--- src/rtl/sqc_pkg.sv ---
package sqc_pkg;
  localparam int OP_W  = 8;
  localparam int CNT_W = 3;

  localparam logic [CNT_W-1:0] M_FIRST = 3'd1;
  localparam logic [CNT_W-1:0] T_ADV   = 3'd2;
  localparam logic [CNT_W-1:0] T_OPC   = 3'd3;
  localparam logic [CNT_W-1:0] T_DEC   = 3'd4;

  localparam logic [2:0] SRC_NONE = 3'd0;
  localparam logic [2:0] SRC_PC   = 3'd1;
  localparam logic [2:0] SRC_HL   = 3'd2;
  localparam logic [2:0] SRC_RP   = 3'd3;
  localparam logic [2:0] SRC_WZ   = 3'd5;

  localparam logic [2:0] CK_INT   = 3'd0;
  localparam logic [2:0] CK_FETCH = 3'd1;
  localparam logic [2:0] CK_MRD   = 3'd2;
  localparam logic [2:0] CK_MWR   = 3'd3;
  localparam logic [2:0] CK_IORD  = 3'd4;
  localparam logic [2:0] CK_IOWR  = 3'd5;
  localparam logic [2:0] CK_HALT  = 3'd6;

  typedef enum logic [4:0] {
    IC_NOP, IC_MOVRR, IC_LDHL, IC_STHL, IC_HALT, IC_MVI, IC_MVIM,
    IC_LXI, IC_JMP, IC_JCOND, IC_LDA, IC_STA, IC_LHLD, IC_SHLD,
    IC_LDAX, IC_STAX, IC_IN, IC_OUT, IC_EI, IC_DI
  } iclass_e;

  typedef struct packed {
    iclass_e          cls;
    logic [CNT_W-1:0] m1_len;
    logic [CNT_W-1:0] m_last;
  } iprof_t;

  typedef struct packed {
    logic [2:0]       src;
    logic [2:0]       kind;
    logic             pc_bump;
    logic             wz_bump;
    logic [CNT_W-1:0] t_last;
  } mcyc_t;
endpackage

--- src/rtl/sqc_decode.sv ---
module sqc_decode
  import sqc_pkg::*;
(
  input  logic [OP_W-1:0] op,
  output iprof_t          prof
);
  localparam logic [2:0] FLD_MEM = 3'b110;

  iclass_e cls;

  always_comb begin
    cls = IC_NOP;
    if (op == 8'h76)                                      cls = IC_HALT;
    else if (op[7:6] == 2'b01) begin
      if (op[5:3] == FLD_MEM)                             cls = IC_STHL;
      else if (op[2:0] == FLD_MEM)                        cls = IC_LDHL;
      else                                                cls = IC_MOVRR;
    end
    else if (op[7:6] == 2'b00) begin
      if (op[2:0] == FLD_MEM)                             cls = (op[5:3] == FLD_MEM) ? IC_MVIM : IC_MVI;
      else if (op[3:0] == 4'b0001)                        cls = IC_LXI;
      else if (op[7:5] == 3'b000 && op[3:0] == 4'b1010)   cls = IC_LDAX;
      else if (op[7:5] == 3'b000 && op[3:0] == 4'b0010)   cls = IC_STAX;
      else if (op == 8'h3A)                               cls = IC_LDA;
      else if (op == 8'h32)                               cls = IC_STA;
      else if (op == 8'h2A)                               cls = IC_LHLD;
      else if (op == 8'h22)                               cls = IC_SHLD;
    end
    else if (op[7:6] == 2'b11) begin
      if (op == 8'hC3)                                    cls = IC_JMP;
      else if (op[2:0] == 3'b010)                         cls = IC_JCOND;
      else if (op == 8'hDB)                               cls = IC_IN;
      else if (op == 8'hD3)                               cls = IC_OUT;
      else if (op == 8'hFB)                               cls = IC_EI;
      else if (op == 8'hF3)                               cls = IC_DI;
    end
  end

  always_comb begin
    prof.cls    = cls;
    prof.m1_len = (cls == IC_MOVRR) ? 3'd5 : 3'd4;
    unique case (cls)
      IC_LDHL, IC_STHL, IC_HALT, IC_MVI, IC_LDAX, IC_STAX: prof.m_last = 3'd2;
      IC_MVIM, IC_LXI, IC_JMP, IC_JCOND, IC_IN, IC_OUT:    prof.m_last = 3'd3;
      IC_LDA, IC_STA:                                      prof.m_last = 3'd4;
      IC_LHLD, IC_SHLD:                                    prof.m_last = 3'd5;
      default:                                             prof.m_last = 3'd1;
    endcase
  end
endmodule

--- src/rtl/sqc_cycle.sv ---
module sqc_cycle
  import sqc_pkg::*;
(
  input  iclass_e          cls,
  input  logic [CNT_W-1:0] m,
  output mcyc_t            d
);
  logic from_pc;

  always_comb begin
    from_pc = 1'b0;
    unique case (cls)
      IC_MVI, IC_MVIM, IC_IN, IC_OUT:               from_pc = (m == 3'd2);
      IC_LXI, IC_JMP, IC_JCOND, IC_LDA, IC_STA,
      IC_LHLD, IC_SHLD:                             from_pc = (m == 3'd2) || (m == 3'd3);
      default:                                      from_pc = 1'b0;
    endcase
  end

  always_comb begin
    d.src     = SRC_NONE;
    d.kind    = CK_INT;
    d.pc_bump = 1'b0;
    d.wz_bump = 1'b0;
    d.t_last  = 3'd3;
    if (from_pc) begin
      d.src     = SRC_PC;
      d.kind    = CK_MRD;
      d.pc_bump = 1'b1;
    end else begin
      unique case (cls)
        IC_LDHL: begin d.src = SRC_HL; d.kind = CK_MRD; end
        IC_STHL: begin d.src = SRC_HL; d.kind = CK_MWR; end
        IC_MVIM: begin d.src = SRC_HL; d.kind = CK_MWR; end
        IC_LDAX: begin d.src = SRC_RP; d.kind = CK_MRD; end
        IC_STAX: begin d.src = SRC_RP; d.kind = CK_MWR; end
        IC_HALT: begin d.src = SRC_PC; d.kind = CK_HALT; d.t_last = 3'd2; end
        IC_LDA:  begin d.src = SRC_WZ; d.kind = CK_MRD; end
        IC_STA:  begin d.src = SRC_WZ; d.kind = CK_MWR; end
        IC_LHLD: begin d.src = SRC_WZ; d.kind = CK_MRD; d.wz_bump = (m == 3'd4); end
        IC_SHLD: begin d.src = SRC_WZ; d.kind = CK_MWR; d.wz_bump = (m == 3'd4); end
        IC_IN:   begin d.src = SRC_WZ; d.kind = CK_IORD; end
        IC_OUT:  begin d.src = SRC_WZ; d.kind = CK_IOWR; end
        default: begin end
      endcase
    end
  end
endmodule

--- src/rtl/sqc_core.sv ---
module sqc_core
  import sqc_pkg::*;
(
  input  logic             clk,
  input  logic             rst_n,
  input  logic             op_valid,
  input  logic             cond_true,
  input  logic             irq,
  input  iprof_t           prof_in,
  input  mcyc_t            cyc,
  output iclass_e          cls_o,
  output logic [CNT_W-1:0] m_o,
  output logic             op_ready,
  output logic [CNT_W-1:0] m_num,
  output logic [CNT_W-1:0] t_num,
  output logic [2:0]       addr_sel,
  output logic [2:0]       cyc_kind,
  output logic             pc_inc,
  output logic             pc_from_wz,
  output logic             wz_inc,
  output logic             inte,
  output logic             halted,
  output logic             done
);
  logic [CNT_W-1:0] m_q, t_q, m1len_q, mlast_q, t_lim;
  iclass_e          cls_q;
  logic             jmp_q, inte_q, halt_q;
  logic             in_m1, t_end, stall, last, accept;

  always_comb begin
    in_m1  = (m_q == M_FIRST);
    t_lim  = in_m1 ? m1len_q : cyc.t_last;
    t_end  = (t_q == t_lim);
    accept = !halt_q && in_m1 && (t_q == T_OPC) && op_valid;
    stall  = !halt_q && in_m1 && (t_q == T_OPC) && !op_valid;
    last   = !halt_q && t_end && (m_q == mlast_q);
  end

  always_ff @(posedge clk or negedge rst_n) begin
    if (!rst_n) begin
      m_q     <= M_FIRST;
      t_q     <= 3'd1;
      cls_q   <= IC_NOP;
      m1len_q <= 3'd4;
      mlast_q <= 3'd1;
      jmp_q   <= 1'b0;
      inte_q  <= 1'b0;
      halt_q  <= 1'b0;
    end else if (halt_q) begin
      if (irq) halt_q <= 1'b0;
    end else begin
      if (accept) begin
        cls_q   <= prof_in.cls;
        m1len_q <= prof_in.m1_len;
        mlast_q <= prof_in.m_last;
        jmp_q   <= 1'b0;
      end
      if (in_m1 && t_q == T_DEC) begin
        unique case (cls_q)
          IC_EI:    inte_q <= 1'b1;
          IC_DI:    inte_q <= 1'b0;
          IC_JMP:   jmp_q  <= 1'b1;
          IC_JCOND: jmp_q  <= cond_true;
          default:  begin end
        endcase
      end
      if (stall) begin
        t_q <= t_q;
      end else if (last) begin
        m_q <= M_FIRST;
        t_q <= 3'd1;
        if (cls_q == IC_HALT) halt_q <= 1'b1;
      end else if (t_end) begin
        m_q <= m_q + 3'd1;
        t_q <= 3'd1;
      end else begin
        t_q <= t_q + 3'd1;
      end
    end
  end

  always_comb begin
    cls_o      = cls_q;
    m_o        = m_q;
    m_num      = halt_q ? '0 : m_q;
    t_num      = halt_q ? '0 : t_q;
    addr_sel   = SRC_NONE;
    cyc_kind   = CK_INT;
    pc_inc     = 1'b0;
    pc_from_wz = 1'b0;
    wz_inc     = 1'b0;
    op_ready   = 1'b0;
    if (!halt_q) begin
      if (in_m1) begin
        if (t_q <= T_OPC) begin
          addr_sel   = jmp_q ? SRC_WZ : SRC_PC;
          cyc_kind   = CK_FETCH;
          pc_inc     = (t_q == T_ADV) && !jmp_q;
          pc_from_wz = (t_q == T_ADV) && jmp_q;
          op_ready   = (t_q == T_OPC);
        end
      end else begin
        addr_sel = cyc.src;
        cyc_kind = cyc.kind;
        pc_inc   = (t_q == T_ADV) && cyc.pc_bump;
        wz_inc   = (t_q == T_ADV) && cyc.wz_bump;
      end
    end
    inte   = inte_q;
    halted = halt_q;
    done   = last;
  end
endmodule

--- src/rtl/sqc_top.sv ---
module sqc_top
  import sqc_pkg::*;
(
  input  logic             clk,
  input  logic             rst_n,
  input  logic [OP_W-1:0]  op_data,
  input  logic             op_valid,
  output logic             op_ready,
  input  logic             cond_true,
  input  logic             irq,
  output logic [CNT_W-1:0] m_num,
  output logic [CNT_W-1:0] t_num,
  output logic [2:0]       addr_sel,
  output logic [2:0]       cyc_kind,
  output logic             pc_inc,
  output logic             pc_from_wz,
  output logic             wz_inc,
  output logic             inte,
  output logic             halted,
  output logic             done
);
  iprof_t           prof;
  mcyc_t            cyc;
  iclass_e          cls_cur;
  logic [CNT_W-1:0] m_cur;

  sqc_decode i_decode (.op(op_data), .prof(prof));

  sqc_cycle i_cycle (.cls(cls_cur), .m(m_cur), .d(cyc));

  sqc_core i_core (
    .clk(clk), .rst_n(rst_n), .op_valid(op_valid), .cond_true(cond_true),
    .irq(irq), .prof_in(prof), .cyc(cyc), .cls_o(cls_cur), .m_o(m_cur),
    .op_ready(op_ready), .m_num(m_num), .t_num(t_num), .addr_sel(addr_sel),
    .cyc_kind(cyc_kind), .pc_inc(pc_inc), .pc_from_wz(pc_from_wz),
    .wz_inc(wz_inc), .inte(inte), .halted(halted), .done(done)
  );
endmodule

--- config.mk ---
export PLATFORM = sky130hd
export DESIGN_NAME = sqc_top
export DESIGN_NICKNAME = d
export VERILOG_FILES = /design/src/rtl/sqc_pkg.sv /design/src/rtl/sqc_decode.sv /design/src/rtl/sqc_cycle.sv /design/src/rtl/sqc_core.sv /design/src/rtl/sqc_top.sv
export SDC_FILE = /design/constraint.sdc
export NUM_CORES = 1
export LEC_CHECK = 0
export BUFFER_PORTS_ARGS = -buffer_cell sky130_fd_sc_hd__buf_2
export CAP_MARGIN = 20
export CORE_UTILIZATION = 56
export CTS_CLUSTER_SIZE = 10
export DETAILED_ROUTE_END_ITERATION = 10
export GPL_TIMING_DRIVEN = 0
export PLACE_DENSITY = 0.8
export SYNTH_ARGS = -nofsm -noshare
export SYNTH_HDL_FRONTEND = slang
export SYNTH_SLANG_ARGS = --single-unit
--- constraint.sdc ---
create_clock -name clk -period 2.4 [get_ports clk]
set_input_delay 0.24 -clock clk [delete_from_list [all_inputs] [get_ports clk]]
set_output_delay 0.24 -clock clk [all_outputs]
set_load 0.02 [all_outputs]
## Word-level counts from Yosys, hierarchy flattened

Memories as Yosys holds them, arrays and structs flattened. A register that Yosys moved wholly into a read port is not among the register bits.
Index checks and enable logic that the tools add are counted.

- ROM bits: 96
- Logic and storage cells: 154
- Output and inout port bits: 19
- Memories kept: 1
- Input port bits: 13
- Register bits after elaboration: 17

Memory list:

| name | words | width | read ports | clocked after memory_dff | write ports | RTL line | source |
|---|---|---|---|---|---|---|---|
| (no name shown) | 32 | 3 | 1 | 1 | 0 | sqc_decode.sv:42 | `unique case (cls)` |

- Eq/ne operators: 46
- Add/subtract/negate cells: 2
- Magnitude comparators: 1
- Bitwise operators: 2
- Multiplexer cells: 63
- Reduce and logical (&&, ||, !) cells: 32

Operators with widths:

| cell | count |
|---|---|
| 5-bit 2-to-1 mux | 18 |
| 6-bit one-hot mux with 9 select lines | 1 |
| 5-bit by 4-bit equality test with 1-bit output (second input constant) | 8 |
| 8-bit equality test (second input constant) | 5 |
| 3-bit 2-to-1 mux | 13 |
| 8-bit by 6-bit equality test with 1-bit output (second input constant) | 4 |
| 1-bit 2-to-1 mux | 23 |
| 5-bit by 3-bit equality test with 1-bit output (second input constant) | 4 |
| 5-bit equality test (second input constant) | 4 |
| 3-bit by 2-bit equality test with 1-bit output (second input constant) | 5 |
| 1-bit logical AND | 13 |
| 3-bit equality test (second input constant) | 4 |
| 5-bit by 2-bit equality test with 1-bit output (second input constant) | 2 |
| 8-bit by 7-bit equality test with 1-bit output (second input constant) | 1 |
| 4-bit 2-to-1 mux | 2 |
| 2-bit OR reduction | 4 |
| 7-bit OR reduction | 1 |
| 3-bit by 1-bit adder with 3-bit output (second input constant) | 2 |
| 3-bit equality test | 2 |
| 6-bit 2-to-1 mux | 1 |
| 1-bit one-hot mux with 2 select lines | 3 |
| 3-bit AND reduction | 2 |
| 5-bit by 1-bit equality test with 1-bit output (second input constant) | 1 |
| 4-bit by 1-bit equality test with 1-bit output (second input constant) | 1 |
| 15 further kinds | 22 |

## Logic depth before layout (Yosys ltp)

- Depth after elaboration: 14
- Depth in mapped cells: 9

## Hierarchy

Synthesis repeated with hierarchy kept, for this count alone.

- Cells, all modules: 216
- Area, all modules: 1884.3 um2

By module, submodules not included:

| module | area each (um2) | sequential area each (um2) | times used | cells each |
|---|---|---|---|---|
| sqc_core | 1192.4 | 505.5 | 1 | 120 |
| sqc_decode | 364.1 | 0.0 | 1 | 48 |
| sqc_cycle | 327.8 | 0.0 | 1 | 48 |

## Worst setup path after synthesis

OpenSTA, ideal clock, no wires.

- Path type: reg-to-output
- Start: reg i_core.m_q[0], in the netlist i_core.m_o[0]
- End: out addr_sel[1]
- Arrival: 2356 ps
- Required time: 2160 ps
- Stages on the path, launching flop included: 8
- Path slack: -196 ps
- Buffers on the path: 0
- Cell sequence: dfstp_2 > inv_1 > ha_1 > nor4bb_1 > nand2_1 > nand4_1 > a21o_1 > a2111oi_0

- Word-level cells in the longest chain between the ends: 6
- Elaborated cells on any way between the ends: 8
- Classes of those cells: 3 x eq/ne; 4 x mux; 1 x reduce/logical

Ends and longest elaborated chain:

| item | RTL line | source |
|---|---|---|
| start: declaration | sqc_core.sv:25 | `logic [CNT_W-1:0] m_q, t_q, m1len_q, mlast_q, t_lim;` |
| start signal: assignment | sqc_core.sv:74 | `m_q <= m_q + 3'd1;` |
| 3-bit by 2-bit equality test with 1-bit output (on tied branches) | sqc_cycle.sv:13, sqc_cycle.sv:15 |  |
| 1-bit logical OR | sqc_cycle.sv:15 | `IC_LHLD, IC_SHLD: from_pc = (m == 3'd2) \|\| (m == 3'd3);` |
| 1-bit one-hot mux with 2 select lines | sqc_cycle.sv:12 | `unique case (cls)` |
| 6-bit 2-to-1 mux | sqc_cycle.sv:26 | `if (from_pc) begin` |
| 3-bit 2-to-1 mux (*) | sqc_core.sv:94 | `if (in_m1) begin` |
| 3-bit 2-to-1 mux (*) | sqc_core.sv:93 | `if (!halt_q) begin` |
| end: declaration | sqc_top.sv:13 | `output logic [2:0] addr_sel,` |

Mark *: on every way between the ends. The rest lies on a longest branch, timed or not.

## Worst setup path after layout

- Start: reg i_core.m_q[1], in the netlist i_core.m_o[1]
- End: out pc_inc

- Word-level cells in the longest chain between the ends: 7
- Elaborated cells on any way between the ends: 9
- Classes of those cells: 3 x eq/ne; 4 x mux; 2 x reduce/logical

Ends and longest elaborated chain:

| item | RTL line | source |
|---|---|---|
| 3-bit by 2-bit equality test with 1-bit output (on tied branches) | sqc_cycle.sv:13, sqc_cycle.sv:15 |  |
| 1-bit logical OR | sqc_cycle.sv:15 |  |
| 1-bit one-hot mux with 2 select lines | sqc_cycle.sv:12 |  |
| 1-bit 2-to-1 mux | sqc_cycle.sv:26 |  |
| 1-bit logical AND | sqc_core.sv:105 | `pc_inc = (t_q == T_ADV) && cyc.pc_bump;` |
| 1-bit 2-to-1 mux (*) | sqc_core.sv:94 |  |
| 1-bit 2-to-1 mux (*) | sqc_core.sv:93 |  |
| end: declaration | sqc_top.sv:15 | `output logic pc_inc,` |

Marks and branches as above.

==> impl_metrics.tcl <==
set metrics [dict create \
    slew_viol_final 0 \
    yosysTopAreaCell "dfrtp_1" \
    core_mm2 0.00283 \
    path_clk_slew_ps 110 \
    initial_core_util_pct 60.5 \
    n_antenna_cell 0 \
    grt_pass1_wl_mm 6.76 \
    grt.total_usage_pct 26.0 \
    reg2reg_to "i_core.t_q[2]" \
    dieArea_mm2 0.00328 \
    outcome "complete, but fails checks" \
    period_share_pct 98.3 \
    setup_tns_ps 0 \
    seq_area_frac_synth_pct 26.6 \
    critPathMaxStageDelay_ps 480 \
    fill_cells 222 \
    path_class "register to primary output" \
    worst_path_most_repeated_cell "buf_4" \
    drv_cap 0 \
    fp.dieW_um 57.3 \
    cp_top_family "simple AND/OR/NAND/NOR gates" \
    synth.area.top_cells "dfrtp_1 (22%), ha_1 (6.6%), nand2_1 (5.5%)" \
    placementRows 19 \
    port_buffers 29 \
    synth_area_mm2 0.00171 \
    via_count 1736 \
    nNetsFinal 280 \
    grt_max_degree 19 \
    crit_required_ps 2160 \
    drc 3 \
    cts_tree "yes" \
    pwr_density_cell_mw_per_mm2 1050 \
    grt_pass1_vias 1504 \
    syn_to_final_growth_pct 21.7 \
    first_pass_iters 7 \
    layout_commonest_cell "buf_2" \
    avgSynthCellArea_um2 7.88 \
    cts_root_buf "clkbuf_4" \
    totalWireLength_mm 4.09 \
    instances_no_fill 288 \
    timing.slew.headroom_pct 56.7 \
    wire_per_inst_um 14.2 \
    ys_ff_latch 18 \
    min_from "cond_true" \
    clockBufferDepth 2 \
    antenna_found_initial 0 \
    min_to "i_core.jmp_q" \
    hold_viol_final 0 \
    synth_edf_count 0 \
    ir_worst_vdd_uv 665 \
    r2r_slack_ps 350 \
    critPathSlowestCell "or4b_4" \
    hpwl_mm 3.00 \
    ys.flop_type "dfrtp_1" \
    die_y_um 57.3 \
    ant_nets 0 \
    fin_skew_ps 8.55 \
    syn_inst 217 \
    async_reset_ff_share_pct 100 \
    setup_violations 0 \
    crit_fanout 5 \
    leakage_nw 0.973 \
    clock_latency_ps 300 \
    yosysTopAreaCellShare_pct 21.9 \
    cts.sinks 18 \
    ys_types 62 \
    yosys_warnings 0 \
    ff2ff_path_depth 8 \
    rsz0062_at_grt "true" \
    tightest_slew_ps 643 \
    overflow 0 \
    worstPathArrival_ps 2120 \
    hold_path_class "input pin to register" \
    min_path_cells 3 \
    end_kind "primary output" \
    ctsHtreeMaxLevel 1 \
    numCtsBuffers 3 \
    violations "design-rule violations" \
    reg2reg_from "i_core.m_o[0]" \
    startpoint_type "register" \
    place.gp.congestion 0.885 \
    fmax_mhz 424 \
    final.min_clock_period_ps 2360 \
    vias_per_cell 6.03 \
    dr.first_iter.drc_count 160 \
    drive_gt1_share_pct 27.2 \
    ios 32 \
    dp.cells 277 \
    crit_buf_inv 2 \
    final_cell_mix "buf_2 (31), nand2_1 (25), nor2_1 (25)" \
    path_cells "buf_4 > ha_2 > or4b_4 > a31oi_4 > a21oi_2 > nor3_2 > buf_4" \
    synth_nets 239 \
]
==> routing by layer <==
layer	global-route usage (%)	vias to the layer above	part of all wire, %
met3	1.59	6	3.9
li1	-	869	-
met5	0	-	0
met1	36.9	818	47
met4	7.67	0	1.3
met2	42.9	43	47
==> where the power goes <==
group          switching (mW)  total (mW)  internal (mW)  leakage [nW]
Clock                  0.0986       0.191         0.0925        0.0210
Sequential              0.111       0.537          0.426         0.231
Combinational           0.854        1.47          0.613         0.721
==> worst max path at each step <==
stage                        from           endpoint  slack, ps  cells after the start
global placement    i_core.t_q[0]  i_core.m1len_q[0]        140                      7
CTS                 i_core.m_o[0]             pc_inc          3                      9
detailed placement  i_core.m_o[1]               done        180                      7
floorplan           i_core.m_o[0]        addr_sel[1]         60                      7
global route        i_core.m_o[1]             pc_inc        -50                      7
finish              i_core.m_o[1]             pc_inc         40                      7
==> through the flow <==
stage               hold slack [ps]  worst slack (ps)  power (mW)  cell area, um^2  util, %
floorplan                     -55.6              59.6        1.48             1710        -
global route                    216             -45.9        2.37             2080     73.6
CTS                             178              3.13        2.12             2030     71.7
detailed placement              195               178        1.80             1900     67.0
global placement                189               135        1.79             1900     67.0
finish                          196              39.7        2.20             2080     73.6
==> synth_stat cells (2+ instances only) <==
master / instances
a21oi_1: 11
a211o_1: 2
o21ai_1: 7
nand2_1: 25
and2_1: 3
nor2_1: 25
o21bai_1: 2
nor3_1: 4
xor2_1: 5
dfstp_2: 3
a31oi_1: 3
dfrtp_1: 15
nor2b_1: 3
o21ai_0: 6
buf_4: 2
buf_2: 4
a211oi_1: 2
ha_1: 9
nand2b_1: 5
mux2i_1: 4
inv_1: 14
and3_1: 2
o22ai_1: 2
clkbuf_1: 5
nor4_1: 5
nand3b_1: 4
or3_1: 2
nand3_1: 4
a21o_1: 3
nor4bb_1: 2
nor4b_1: 3
==> layout make-up <==
cell class | count | area [um^2] | area share (%)
flip-flops and latches | 18 | 455 | 21.9
inverters | 14 | 52.6 | 2.52
plain buffers | 11 | 55.1 | 2.64
multi-input cells | 174 | 1240 | 59.5
well taps | 31 | 38.8 | 1.86
clock buffers | 4 | 36.3 | 1.74
repair buffers | 36 | 205 | 9.86
==> kinds of logic after synthesis <==
| group | count (synthesis) | synth area share, % |
|---|---|---|
| mux | 4 | 2.34 |
| compound gates | 56 | 23.7 |
| fa+ha+maj | 9 | 6.58 |
| xor+xnor | 5 | 2.56 |
| flops | 18 | 26.6 |
| simple gates | 100 | 32.0 |
| buf+inv | 25 | 6.22 |
==> sequential cells by signal (all words and copies together), names as in the netlist <==
name / cells
i_core.cls_o: 5
i_core.halted: 1
i_core.inte: 1
i_core.jmp_q: 1
i_core.m1len_q: 1
i_core.m_o: 3
i_core.mlast_q: 3
i_core.t_q: 3
==> what timing repair did <==
item                       in CTS  in global routing
gates resized for setup         8                 13
setup endpoints to repair       5                  8
pin swaps                       2                  7
hold buffers                    1                  0
hold endpoints to repair       15                  0
setup buffers                   6                  0
==> tightest hold or removal path, stage by stage <==
cell and delay [ps]:
buf_2 80, nor4bb_1 40, nor2_1 90
(Power assumes the default switching activity.)
